$ cat src/rtl/rxs_pkg.sv
package rxs_pkg;
   typedef enum logic [2:0] {
      RX_IDLE,
      RX_START,
      RX_DATA,
      RX_PAR,
      RX_STOP
   } rx_state_e;

   localparam int unsigned ST_PERR  = 0;
   localparam int unsigned ST_FERR  = 1;
   localparam int unsigned ST_OVR   = 2;
   localparam int unsigned ST_FULL  = 3;
   localparam int unsigned ST_TXE   = 4;
   localparam int unsigned ST_DCD   = 5;
   localparam int unsigned ST_DSR   = 6;
   localparam int unsigned ST_IRQ   = 7;
   localparam int unsigned STATUS_W = 8;
endpackage

$ cat src/rtl/rxs_sync.sv
module rxs_sync #(
   parameter int unsigned STAGES = 2
) (
   input  logic clk,
   input  logic rst_n,
   input  logic d_in,
   output logic d_out
);
   generate
      if (STAGES == 0) begin : g_bypass
         assign d_out = d_in;
      end else begin : g_chain
         logic [STAGES-1:0] chain_q;
         always_ff @(posedge clk or negedge rst_n) begin
            if (!rst_n) chain_q <= '1;
            else if (STAGES == 1) chain_q <= d_in;
            else chain_q <= {chain_q[STAGES-2:0], d_in};
         end
         assign d_out = chain_q[STAGES-1];
      end
   endgenerate
endmodule

$ cat src/rtl/rxs_frame.sv
module rxs_frame
   import rxs_pkg::*;
#(
   parameter int unsigned DATA_W = 8,
   parameter int unsigned OSR    = 16
) (
   input  logic              clk,
   input  logic              rst_n,
   input  logic              tick,
   input  logic              rx,
   input  logic [1:0]        len_sel,
   input  logic              par_on,
   input  logic              par_forced,
   input  logic              par_sel,
   output logic              done,
   output logic [DATA_W-1:0] char_data,
   output logic              char_perr,
   output logic              char_ferr
);
   localparam int unsigned CW  = $clog2(OSR);
   localparam int unsigned BW  = $clog2(DATA_W);
   localparam logic [CW-1:0] MID  = CW'(OSR/2 - 1);
   localparam logic [CW-1:0] LAST = CW'(OSR - 1);

   generate
      if (OSR < 4 || (OSR % 2) != 0) begin : g_bad_osr
         $error("rxs_frame: OSR must be even and at least 4");
      end
      if (DATA_W < 8) begin : g_bad_w
         $error("rxs_frame: DATA_W must cover an 8-bit word");
      end
   endgenerate

   rx_state_e         st;
   logic [CW-1:0]     cnt;
   logic [BW-1:0]     bidx;
   logic [DATA_W-1:0] shreg;
   logic              pbit;
   logic [BW-1:0]     last_bit;
   logic              exp_par;

   assign last_bit  = BW'(DATA_W - 1) - BW'(len_sel);
   assign exp_par   = (^shreg) ^ ~par_sel;
   assign done      = tick && (st == RX_STOP) && (cnt == LAST);
   assign char_data = shreg;
   assign char_ferr = ~rx;
   assign char_perr = par_on && !par_forced && (pbit != exp_par);

   always_ff @(posedge clk or negedge rst_n) begin
      if (!rst_n) begin
         st    <= RX_IDLE;
         cnt   <= '0;
         bidx  <= '0;
         shreg <= '0;
         pbit  <= 1'b0;
      end else if (tick) begin
         unique case (st)
            RX_IDLE: begin
               cnt <= '0;
               if (!rx) st <= RX_START;
            end
            RX_START: begin
               if (cnt == MID) begin
                  cnt   <= '0;
                  bidx  <= '0;
                  shreg <= '0;
                  st    <= rx ? RX_IDLE : RX_DATA;
               end else begin
                  cnt <= cnt + 1'b1;
               end
            end
            RX_DATA: begin
               if (cnt == LAST) begin
                  cnt         <= '0;
                  shreg[bidx] <= rx;
                  if (bidx == last_bit) st <= par_on ? RX_PAR : RX_STOP;
                  else bidx <= bidx + 1'b1;
               end else begin
                  cnt <= cnt + 1'b1;
               end
            end
            RX_PAR: begin
               if (cnt == LAST) begin
                  cnt  <= '0;
                  pbit <= rx;
                  st   <= RX_STOP;
               end else begin
                  cnt <= cnt + 1'b1;
               end
            end
            RX_STOP: begin
               if (cnt == LAST) begin
                  cnt <= '0;
                  st  <= RX_IDLE;
               end else begin
                  cnt <= cnt + 1'b1;
               end
            end
            default: st <= RX_IDLE;
         endcase
      end
   end

   assert_hold_without_tick_R12: assert property (@(posedge clk) disable iff (!rst_n)
      !tick |=> ($stable(st) && $stable(cnt) && $stable(shreg)));

   assert_idle_after_char_R11: assert property (@(posedge clk) disable iff (!rst_n)
      done |=> (st == RX_IDLE));
endmodule

$ cat src/rtl/rxs_regs.sv
module rxs_regs
   import rxs_pkg::*;
#(
   parameter int unsigned DATA_W = 8
) (
   input  logic                clk,
   input  logic                rst_n,
   input  logic                done,
   input  logic [DATA_W-1:0]   char_data,
   input  logic                char_perr,
   input  logic                char_ferr,
   input  logic                data_rd,
   input  logic                stat_rd,
   input  logic                irq_off,
   input  logic                tx_empty,
   input  logic                dcd_n,
   input  logic                dsr_n,
   output logic [DATA_W-1:0]   rx_data,
   output logic [STATUS_W-1:0] status,
   output logic                irq_n
);
   logic [DATA_W-1:0] data_q;
   logic full_q, perr_q, ferr_q, ovr_q, irq_q;
   logic irq_set;

   assign irq_set = done && !irq_off;

   always_ff @(posedge clk or negedge rst_n) begin
      if (!rst_n) begin
         data_q <= '0;
         full_q <= 1'b0;
         perr_q <= 1'b0;
         ferr_q <= 1'b0;
         ovr_q  <= 1'b0;
         irq_q  <= 1'b0;
      end else begin
         if (data_rd) begin
            full_q <= 1'b0;
            perr_q <= 1'b0;
            ferr_q <= 1'b0;
            ovr_q  <= 1'b0;
         end
         if (done) begin
            if (full_q && !data_rd) begin
               ovr_q <= 1'b1;
            end else begin
               data_q <= char_data;
               full_q <= 1'b1;
               perr_q <= char_perr;
               ferr_q <= char_ferr;
            end
         end
         if (stat_rd) irq_q <= 1'b0;
         if (irq_set) irq_q <= 1'b1;
      end
   end

   always_comb begin
      status          = '0;
      status[ST_PERR] = perr_q;
      status[ST_FERR] = ferr_q;
      status[ST_OVR]  = ovr_q;
      status[ST_FULL] = full_q;
      status[ST_TXE]  = tx_empty;
      status[ST_DCD]  = ~dcd_n;
      status[ST_DSR]  = ~dsr_n;
      status[ST_IRQ]  = irq_q;
   end

   assign rx_data = data_q;
   assign irq_n   = ~irq_q;

   assert_overrun_keeps_data_R6: assert property (@(posedge clk) disable iff (!rst_n)
      (done && full_q && !data_rd) |=> (status[ST_OVR] && $stable(rx_data) && status[ST_FULL]));

   assert_read_clears_R7: assert property (@(posedge clk) disable iff (!rst_n)
      (data_rd && !done) |=> (status[3:0] == 4'b0000));

   assert_irq_sets_R8: assert property (@(posedge clk) disable iff (!rst_n)
      irq_set |=> !irq_n);

   assert_irq_clears_R8: assert property (@(posedge clk) disable iff (!rst_n)
      (stat_rd && !irq_set) |=> irq_n);
endmodule

$ cat src/rtl/async_rx_status.sv
module async_rx_status
   import rxs_pkg::*;
#(
   parameter int unsigned OSR         = 16,
   parameter int unsigned SYNC_STAGES = 2
) (
   input  logic       clk,
   input  logic       rst_n,
   input  logic       rx_in,
   input  logic       tick16,
   input  logic [1:0] fmt_len,
   input  logic       par_on,
   input  logic       par_forced,
   input  logic       par_sel,
   input  logic       irq_off,
   input  logic       echo_on,
   input  logic [1:0] tx_ctl,
   input  logic       tx_ser,
   input  logic       tx_empty,
   input  logic       dcd_n,
   input  logic       dsr_n,
   input  logic       stat_rd,
   input  logic       data_rd,
   output logic       tx_out,
   output logic [7:0] rx_data,
   output logic [7:0] status,
   output logic       irq_n
);
   localparam int unsigned DATA_W = 8;

   logic              rx_s;
   logic              done;
   logic [DATA_W-1:0] char_data;
   logic              char_perr, char_ferr;

   rxs_sync #(.STAGES(SYNC_STAGES)) u_sync (
      .clk(clk), .rst_n(rst_n), .d_in(rx_in), .d_out(rx_s)
   );

   rxs_frame #(.DATA_W(DATA_W), .OSR(OSR)) u_frame (
      .clk(clk), .rst_n(rst_n), .tick(tick16), .rx(rx_s),
      .len_sel(fmt_len), .par_on(par_on), .par_forced(par_forced),
      .par_sel(par_sel), .done(done), .char_data(char_data),
      .char_perr(char_perr), .char_ferr(char_ferr)
   );

   rxs_regs #(.DATA_W(DATA_W)) u_regs (
      .clk(clk), .rst_n(rst_n), .done(done), .char_data(char_data),
      .char_perr(char_perr), .char_ferr(char_ferr), .data_rd(data_rd),
      .stat_rd(stat_rd), .irq_off(irq_off), .tx_empty(tx_empty),
      .dcd_n(dcd_n), .dsr_n(dsr_n), .rx_data(rx_data), .status(status),
      .irq_n(irq_n)
   );

   assign tx_out = (echo_on && (tx_ctl == 2'b00)) ? rx_in : tx_ser;
endmodule

$ cat config.mk
export PLATFORM = sky130hd
export DESIGN_NAME = async_rx_status
export DESIGN_NICKNAME = d
export VERILOG_FILES = /design/src/rtl/rxs_pkg.sv /design/src/rtl/rxs_sync.sv /design/src/rtl/rxs_frame.sv /design/src/rtl/rxs_regs.sv /design/src/rtl/async_rx_status.sv
export SDC_FILE = /design/constraint.sdc
export NUM_CORES = 1
export LEC_CHECK = 0
export BUFFER_PORTS_ARGS = -buffer_cell sky130_fd_sc_hd__buf_2
export CAP_MARGIN = 15
export CORE_ASPECT_RATIO = 1.25
export CORE_MARGIN = 3
export CORE_UTILIZATION = 59
export DETAILED_ROUTE_END_ITERATION = 16
export GPL_ROUTABILITY_DRIVEN = 1
export HOLD_SLACK_MARGIN = 0.08
export PLACE_DENSITY_LB_ADDON = 0.15
export SLEW_MARGIN = 20
export SYNTH_ARGS = -nofsm -noshare
export SYNTH_HDL_FRONTEND = slang
export SYNTH_SLANG_ARGS = --single-unit
$ cat constraint.sdc
create_clock -name clk -period 5.7 [get_ports clk]
set_input_delay 0.57 -clock clk [delete_from_list [all_inputs] [get_ports clk]]
set_output_delay 0.57 -clock clk [all_outputs]
set_load 0.005 [all_outputs]
==> summary.txt, run 1 <==
Clock tree
  – Total clock buffers created by CTS: 5
  – Deepest clock path buffer count: 2
  – Root Driver: clkbuf_4
  – Sink Count: 34
  – H-tree depth: 2
  – Hold buffer count at cts: 0
  – Worst-skew pair later-pin latency: around 330 ps
  – CTS tree: done
  – Post-CTS sizing: 0
  – Clk slew on worst S/H paths: around 110 ps
  – Post-CTS Setup Bufs: 0

Logic synthesis
  – Most common library cells after synthesis: dfrtp_1 (32), nor2_1 (15), o21ai_0 (15)
  – Seq/Total Area, Yosys: between 40% and 50%
  – Post-synth top area cell: dfrtp_1
  – Mapped cell area: approximately 1900 sq um
  – Synth unique cells: 39
  – Synth Area per Inst: 9.618 sq um
  – Yosys warns: 0
  – Most common cell in the netlist: dfrtp_1
  – Post-synth top flop: dfrtp_1
  – Asr flop ratio synth: 100.0%
  – Synth area leaders: dfrtp_1 (43%), mux2_2 (6.0%), xnor2_1 (4.2%), o21ai_0 (4.0%), nor2_1 (3.0%)
  – Post-Syn Instances: between 150 and 200
  – Number of flops mapped to enable cells by yosys: 0
  – Synth top area share: between 40 and 50%
  – Net count after synthesis: ~220
  – #FFs+latches synth: 34

Die
  – Ports: 37
  – Core area: approximately 3000 sq um
  – Die Height: 69.04 microns
  – Row count: 22
  – Die W: approximately 56 microns
  – Initial Util: 62.51%
  – Die ar.: slightly below 4000 sq um

Critical path
  – Worst R2R Setup Slack: ~3300 ps
  – Buf+Inv Stages, Crit Path: 0
  – CP Max Fanout: 14
  – Crit path DAT: 2660 ps
  – R2R depth: 4
  – Worst path slowest cell: a21oi_1
  – CP top delay family: compound AO/OA/AOI/OAI gates
  – Worst path cell trace: nor3b_1 > nand3_1 > a21oi_1 > mux2_2
  – Worst path required time: between 5000 and 6000 ps
  – Critical path class: flip-flop to flip-flop
  – Critical R2R Launch: u_frame.st[2]
  – Reg-to-reg endpoint: u_regs.rx_data[3]
  – Largest stage delay, worst path: 800 ps
  – Critical path startpoint category: flip-flop
  – Crit. End Element: flip-flop

Routing
  – Vias: 1480
  – DR vias/cell: approximately 5.8
  – DRC errors left: 0
  – Routed WL: 3725 microns
  – Iter 0 DRT Violations: 67
  – Count of antenna-violating nets left after detailed routing: 0
  – TritonRoute pass-1 iters: 4
  – Avg WL per Cell: between 10 and 15 microns

Place
  – GPL Wtd Cong: 0.8473
  – PortBufs: 34
  – Detailed placement HPWL: between 2000 and 3000 microns
  – Area of placed instances: approximately 2000 sq um
  – Placed Cells: between 200 and 250
  – Pre-CTS setup slack: roughly 3300 ps

Min path
  – Worst Hold Class: input pin to asynchronous set/reset pin

Status
  – Status: finished clean

STA
  – Smallest hold slack: roughly 290 ps
  – Worst-case clock skew: slightly below 7 ps
  – Setup TNS Final: 0 ps
  – Worst setup margin: 3261 ps
  – Final setup fails: 0
  – Least-Margin Pin Slew: around 1000 ps
  – Max-slew headroom: ~33%
  – Final Max Tran Viols: 0
  – RSZ-0062 raised after global routing: false
  – Hold Violations, Final: 0
  – Fmax: between 400 and 500 MHz
  – Part of the cycle the worst path needs: about 43%
  – Tmin final: 2439 ps

Global routing
  – GR Overflow Total: 0
  – Tot GR Track Use: a little over 20%
  – First-pass GRT wire length: around 6400 microns
  – Number of global-route vias before repair: between 1000 and 1500
  – Largest net degree at the start of global routing: 35
  – Initial antenna violation count: 0

Cells and area
  – Fillers: 229
  – ANT cells: 0
  – Final core occ: between 70% and 80%
  – Non-filler cells, final: roughly 260
  – Area grow syn2layout: 12.14%
  – Design area: about 2100 sq um
  – FF+latch area: roughly 850 sq um
  – Final nets: 240
  – Area of the multi-input gates: between 800 and 900 sq um
  – Share of layout cells above drive strength 1: 25.00%

Run
  – # Max-Cap Violations: 0

Power
  – P_leak: ~1.0 nW
  – Max rail drop VDD: about 0.23 mV
  – Power Total: between 600 and 700 uW
  – P per Cell Area: ~320 nW/um^2
-- kinds of logic after synthesis --
family / synth area share, %
AO/OA/AOI/OAI: 17.41
adder cells (fa/ha/maj): 1.334
AND/OR/NAND/NOR: 17.48
XOR/XNOR: 5.137
flip-flops: 45.50
multiplexers: 6.538
buffers and inverters: 6.604
-- per-layer routing --
metal  GRT usage [%]  part of all wire, %
met5               0                    0
met4           7.124                  1.3
met1           26.55                   43
met2           33.55                   51
met3           3.745                  4.5
-- layout make-up --
class                      instances  share of cell area (%)
clock buffer                       5                   1.785
timing repair buffer              34                   8.090
clock inverter                     3                   3.272
tap                               36                   2.142
multi-input combinational        136                   42.71
inverter                           8                   1.428
sequential                        34                   40.57
-- cells in the final DEF, fill, tap and decap left out, types with 2 or more instances in the layout --
cell	instances
buf_2	34
dfrtp_1	32
nor2_1	15
o21ai_0	15
nand2_1	12
mux2_2	10
xnor2_1	9
inv_1	8
a21oi_1	8
nand3_1	8
nor3_1	7
nand2b_1	6
nor2b_1	5
a31oi_1	5
a22o_1	5
clkbuf_4	5
nor3b_1	3
a32o_1	3
o21ai_1	3
and3_1	2
a21o_1	2
xor2_1	2
ha_1	2
bufinv_16	2
dfstp_2	2
-- state kept, by name (all words and copies together), names as in the netlist --
| signal | cells |
|---|---|
| u_frame.bidx | 3 |
| u_frame.char_data | 8 |
| u_frame.cnt | 4 |
| u_frame.pbit | 1 |
| u_frame.st | 3 |
| u_regs.ferr_q | 1 |
| u_regs.full_q | 1 |
| u_regs.irq_q | 1 |
| u_regs.ovr_q | 1 |
| u_regs.perr_q | 1 |
| u_regs.rx_data | 8 |
| u_sync.g_chain.chain_q | 2 |
-- worst max-delay path by stage --
stage                   start                 to  cells past startpoint
2_1_floorplan  u_frame.cnt[0]      u_frame.st[0]                      6
4_1_cts         u_frame.st[2]  u_regs.rx_data[3]                      4
6_report        u_frame.st[2]  u_regs.rx_data[3]                      4
5_1_grt         u_frame.st[2]  u_regs.rx_data[2]                      4
3_3_place_gp   u_frame.cnt[0]  u_regs.rx_data[7]                      5
3_5_place_dp   u_frame.cnt[0]  u_regs.rx_data[3]                      5
-- power breakdown --
| group | internal, mW | total [mW] | switching (mW) |
|---|---|---|---|
| logic | 0.0676 | 0.153 | 0.0854 |
| clock network | 0.137 | 0.219 | 0.0819 |
| registers | 0.259 | 0.299 | 0.0399 |
| total | 0.463 | 0.671 | 0.207 |
Note: power is estimated with default switching activity, not from simulation.
==> inputs of run 2 (changes only) <==
--- a/config.mk
+++ b/config.mk
@@ -9,7 +9,7 @@
 export CAP_MARGIN = 15
 export CORE_ASPECT_RATIO = 1.25
 export CORE_MARGIN = 3
-export CORE_UTILIZATION = 59
+export CORE_UTILIZATION = 49
 export DETAILED_ROUTE_END_ITERATION = 16
 export GPL_ROUTABILITY_DRIVEN = 1
 export HOLD_SLACK_MARGIN = 0.08
==> constraint.sdc (replaced) <==
create_clock -name clk -period 2 [get_ports clk]
set_input_delay 0.2 -clock clk [delete_from_list [all_inputs] [get_ports clk]]
set_output_delay 0.2 -clock clk [all_outputs]
set_load 0.005 [all_outputs]
==> summary.txt, run 2 (synthesized netlist as in run 1, its figures left out) <==
Status
  – Status: finished clean

Die
  – Initial Util: 52.49% (-10 points)
  – Ports: 37 (unchanged)
  – Row count: 24 (+9.1%)
  – Die ar.: 4611 sq um (+18%)
  – Die Height: 75.17 microns (+8.9%)
  – Die W: 61.34 microns (+8.7%)
  – Core area: 3573 sq um (+19%)

Power
  – Max rail drop VDD: 0.7819 mV (+230%)
  – P_leak: 1.081 nW (+5.9%)
  – P per Cell Area: 858.6 nW/um^2 (+170%)
  – Power Total: 1.898 mW (+180%)

Routing
  – DRC errors left: 0 (unchanged)
  – TritonRoute pass-1 iters: 4 (unchanged)
  – Routed WL: 3958 microns (+6.3%)
  – Avg WL per Cell: 14.50 microns (-0.36%)
  – Iter 0 DRT Violations: 53 (-21%)
  – Vias: 1528 (+3.2%)
  – Count of antenna-violating nets left after detailed routing: 0 (unchanged)
  – DR vias/cell: 5.597 (-3.2%)

Cells and area
  – ANT cells: 0 (unchanged)
  – Area grow syn2layout: 17.88%
  – Final nets: 254 (+5.8%)
  – Non-filler cells, final: 273 (+6.6%)
  – Most common library cell in the layout ignoring fill and taps: buf_2
  – Design area: 2211 sq um (+5.1%)
  – Share of layout cells above drive strength 1: 27.78% (+2.8 points)
  – Most frequent cells in the layout: buf_2 (34), dfrtp_1 (32), nor2_1 (15), o21ai_0 (15), nand2_1 (12)

Critical path
  – Critical path class: flip-flop to flip-flop
  – Worst path required time: 2170 ps (-3750 ps)
  – Reg-to-reg endpoint: u_frame.st[0]
  – Largest stage delay, worst path: 420 ps (-380 ps)
  – Worst path cell trace: ha_1 > and3_1 > o32a_1 > o21ai_1 > nor2b_1 > a32o_1
  – Worst path slowest cell: dfrtp_1
  – Crit. End Element: flip-flop
  – Worst R2R Setup Slack: 160 ps (-3100 ps)
  – Critical R2R Launch: u_frame.cnt[0]
  – R2R depth: 6 (+2)
  – CP Max Fanout: 4 (-10)
  – Crit path DAT: 2010 ps (-650 ps)
  – Setup crit start: u_frame.cnt[0]
  – CP endpoint: u_frame.st[0]
  – Critical path startpoint category: flip-flop

Clock tree
  – Post-CTS Setup Bufs: 0 (unchanged)
  – Worst-skew pair later-pin latency: 290 ps (-40 ps)
  – H-tree depth: 2 (unchanged)
  – Root Driver: clkbuf_8
  – Total clock buffers created by CTS: 5 (unchanged)
  – Post-CTS sizing: 0 (unchanged)
  – Hold buffer count at cts: 4 (+4)
  – Clk slew on worst S/H paths: 70 ps (-40 ps)
  – CTS tree: done
  – Deepest clock path buffer count: 2 (unchanged)
  – Sink Count: 34 (unchanged)

Global routing
  – First-pass GRT wire length: 6506 microns (+1.6%)
  – Initial antenna violation count: 0 (unchanged)
  – Tot GR Track Use: 19.07% (-1.3 points)
  – Number of global-route vias before repair: 1447 (+3.7%)
  – Largest net degree at the start of global routing: 35 (unchanged)
  – GR Overflow Total: 0 (unchanged)

Place
  – Pre-CTS setup slack: 181.0 ps (-3077 ps)
  – Detailed placement HPWL: 2947 microns (+2.3%)
  – Placed Cells: 261 (+5.2%)
  – PortBufs: 34 (unchanged)
  – GPL Wtd Cong: 0.8489 (+0.19%)
  – Area of placed instances: 2076 sq um (+3.9%)

STA
  – RSZ-0062 raised after global routing: false
  – Fmax: 544.3 MHz (+33%)
  – Hold Violations, Final: 0 (unchanged)
  – Least-Margin Pin Slew: 750.0 ps (-254.1 ps)
  – Worst setup margin: 162.7 ps (-3098 ps)
  – Final Max Tran Viols: 0 (unchanged)
  – Tmin final: 1837 ps (-602.0 ps)
  – Setup TNS Final: 0 ps (unchanged)
  – Part of the cycle the worst path needs: 91.87% (+49 points)
  – Final setup fails: 0 (unchanged)
  – Worst-case clock skew: 5.043 ps (-1.844 ps)
  – Max-slew headroom: 50.00% (+17 points)

Min path
  – Worst Hold Class: input pin to flip-flop

Run
  – # Max-Cap Violations: 0 (unchanged)
[run 2: changes by cell type in the layout (fill, tap and decap cells not counted), sizes merged]
cell | before | now
buf | 34 | 44
dlygate4sd3 | 0 | 4
clkbuf | 5 | 6
clkinvlp | 0 | 1
bufinv | 2 | 0
[run 2: how the worst min path moves through the flow]
stage | start | end | slack, ps | depth (start not counted)
2_1_floorplan | rst_n | u_frame.bidx[0] | -100 | 0
3_3_place_gp | rst_n | u_regs.ovr_q | 290 | 1
3_5_place_dp | rst_n | u_regs.ovr_q | 310 | 1
4_1_cts | stat_rd | u_regs.irq_q | 100 | 2
5_1_grt | stat_rd | u_regs.irq_q | 110 | 2
6_report | stat_rd | u_regs.irq_q | 110 | 2
[run 2: critical path: cells and delay by family, from the launching register on]
family	cells	cell delay [ps]
AO/OA/AOI/OAI	3	770
adder cells (fa/ha/maj)	1	220
flip-flops	1	420
AND/OR/NAND/NOR	2	330
[run 2: metal layers]
layer | track usage [%] | share of wire (%) | vias up
li1 | - | - | 758
met1 | 21.48 | 41 | 727
met2 | 33.76 | 53 | 38
met3 | 3.945 | 4.3 | 5
met4 | 8.962 | 1.5 | 0
met5 | 0 | 0 | -
[run 2: cell type report]
type,instances,area (sq um)
Fill cell,314,1363
Multi-Input combinational cell,136,898.4
Sequential cell,34,853.3
Timing Repair Buffer,48,285.3
Clock buffer,6,82.58
Tap cell,39,48.80
Inverter,8,30.03
Clock inverter,2,12.51
[run 2: power by group]
group	leakage [nW]	switching [mW]	internal [mW]
combinational	0.570	0.303	0.258
sequential	0.464	0.0696	0.739
clock	0.0472	0.252	0.276
[run 2: per-stage QoR]
step                      hold slack [ps]  utilization, %
final                               108.7           61.87
after global routing                111.8           61.87
after CTS                           103.5           61.87
after detailed placement            306.5           58.09
after global placement              291.2           58.09
after floorplan                    -95.59               -
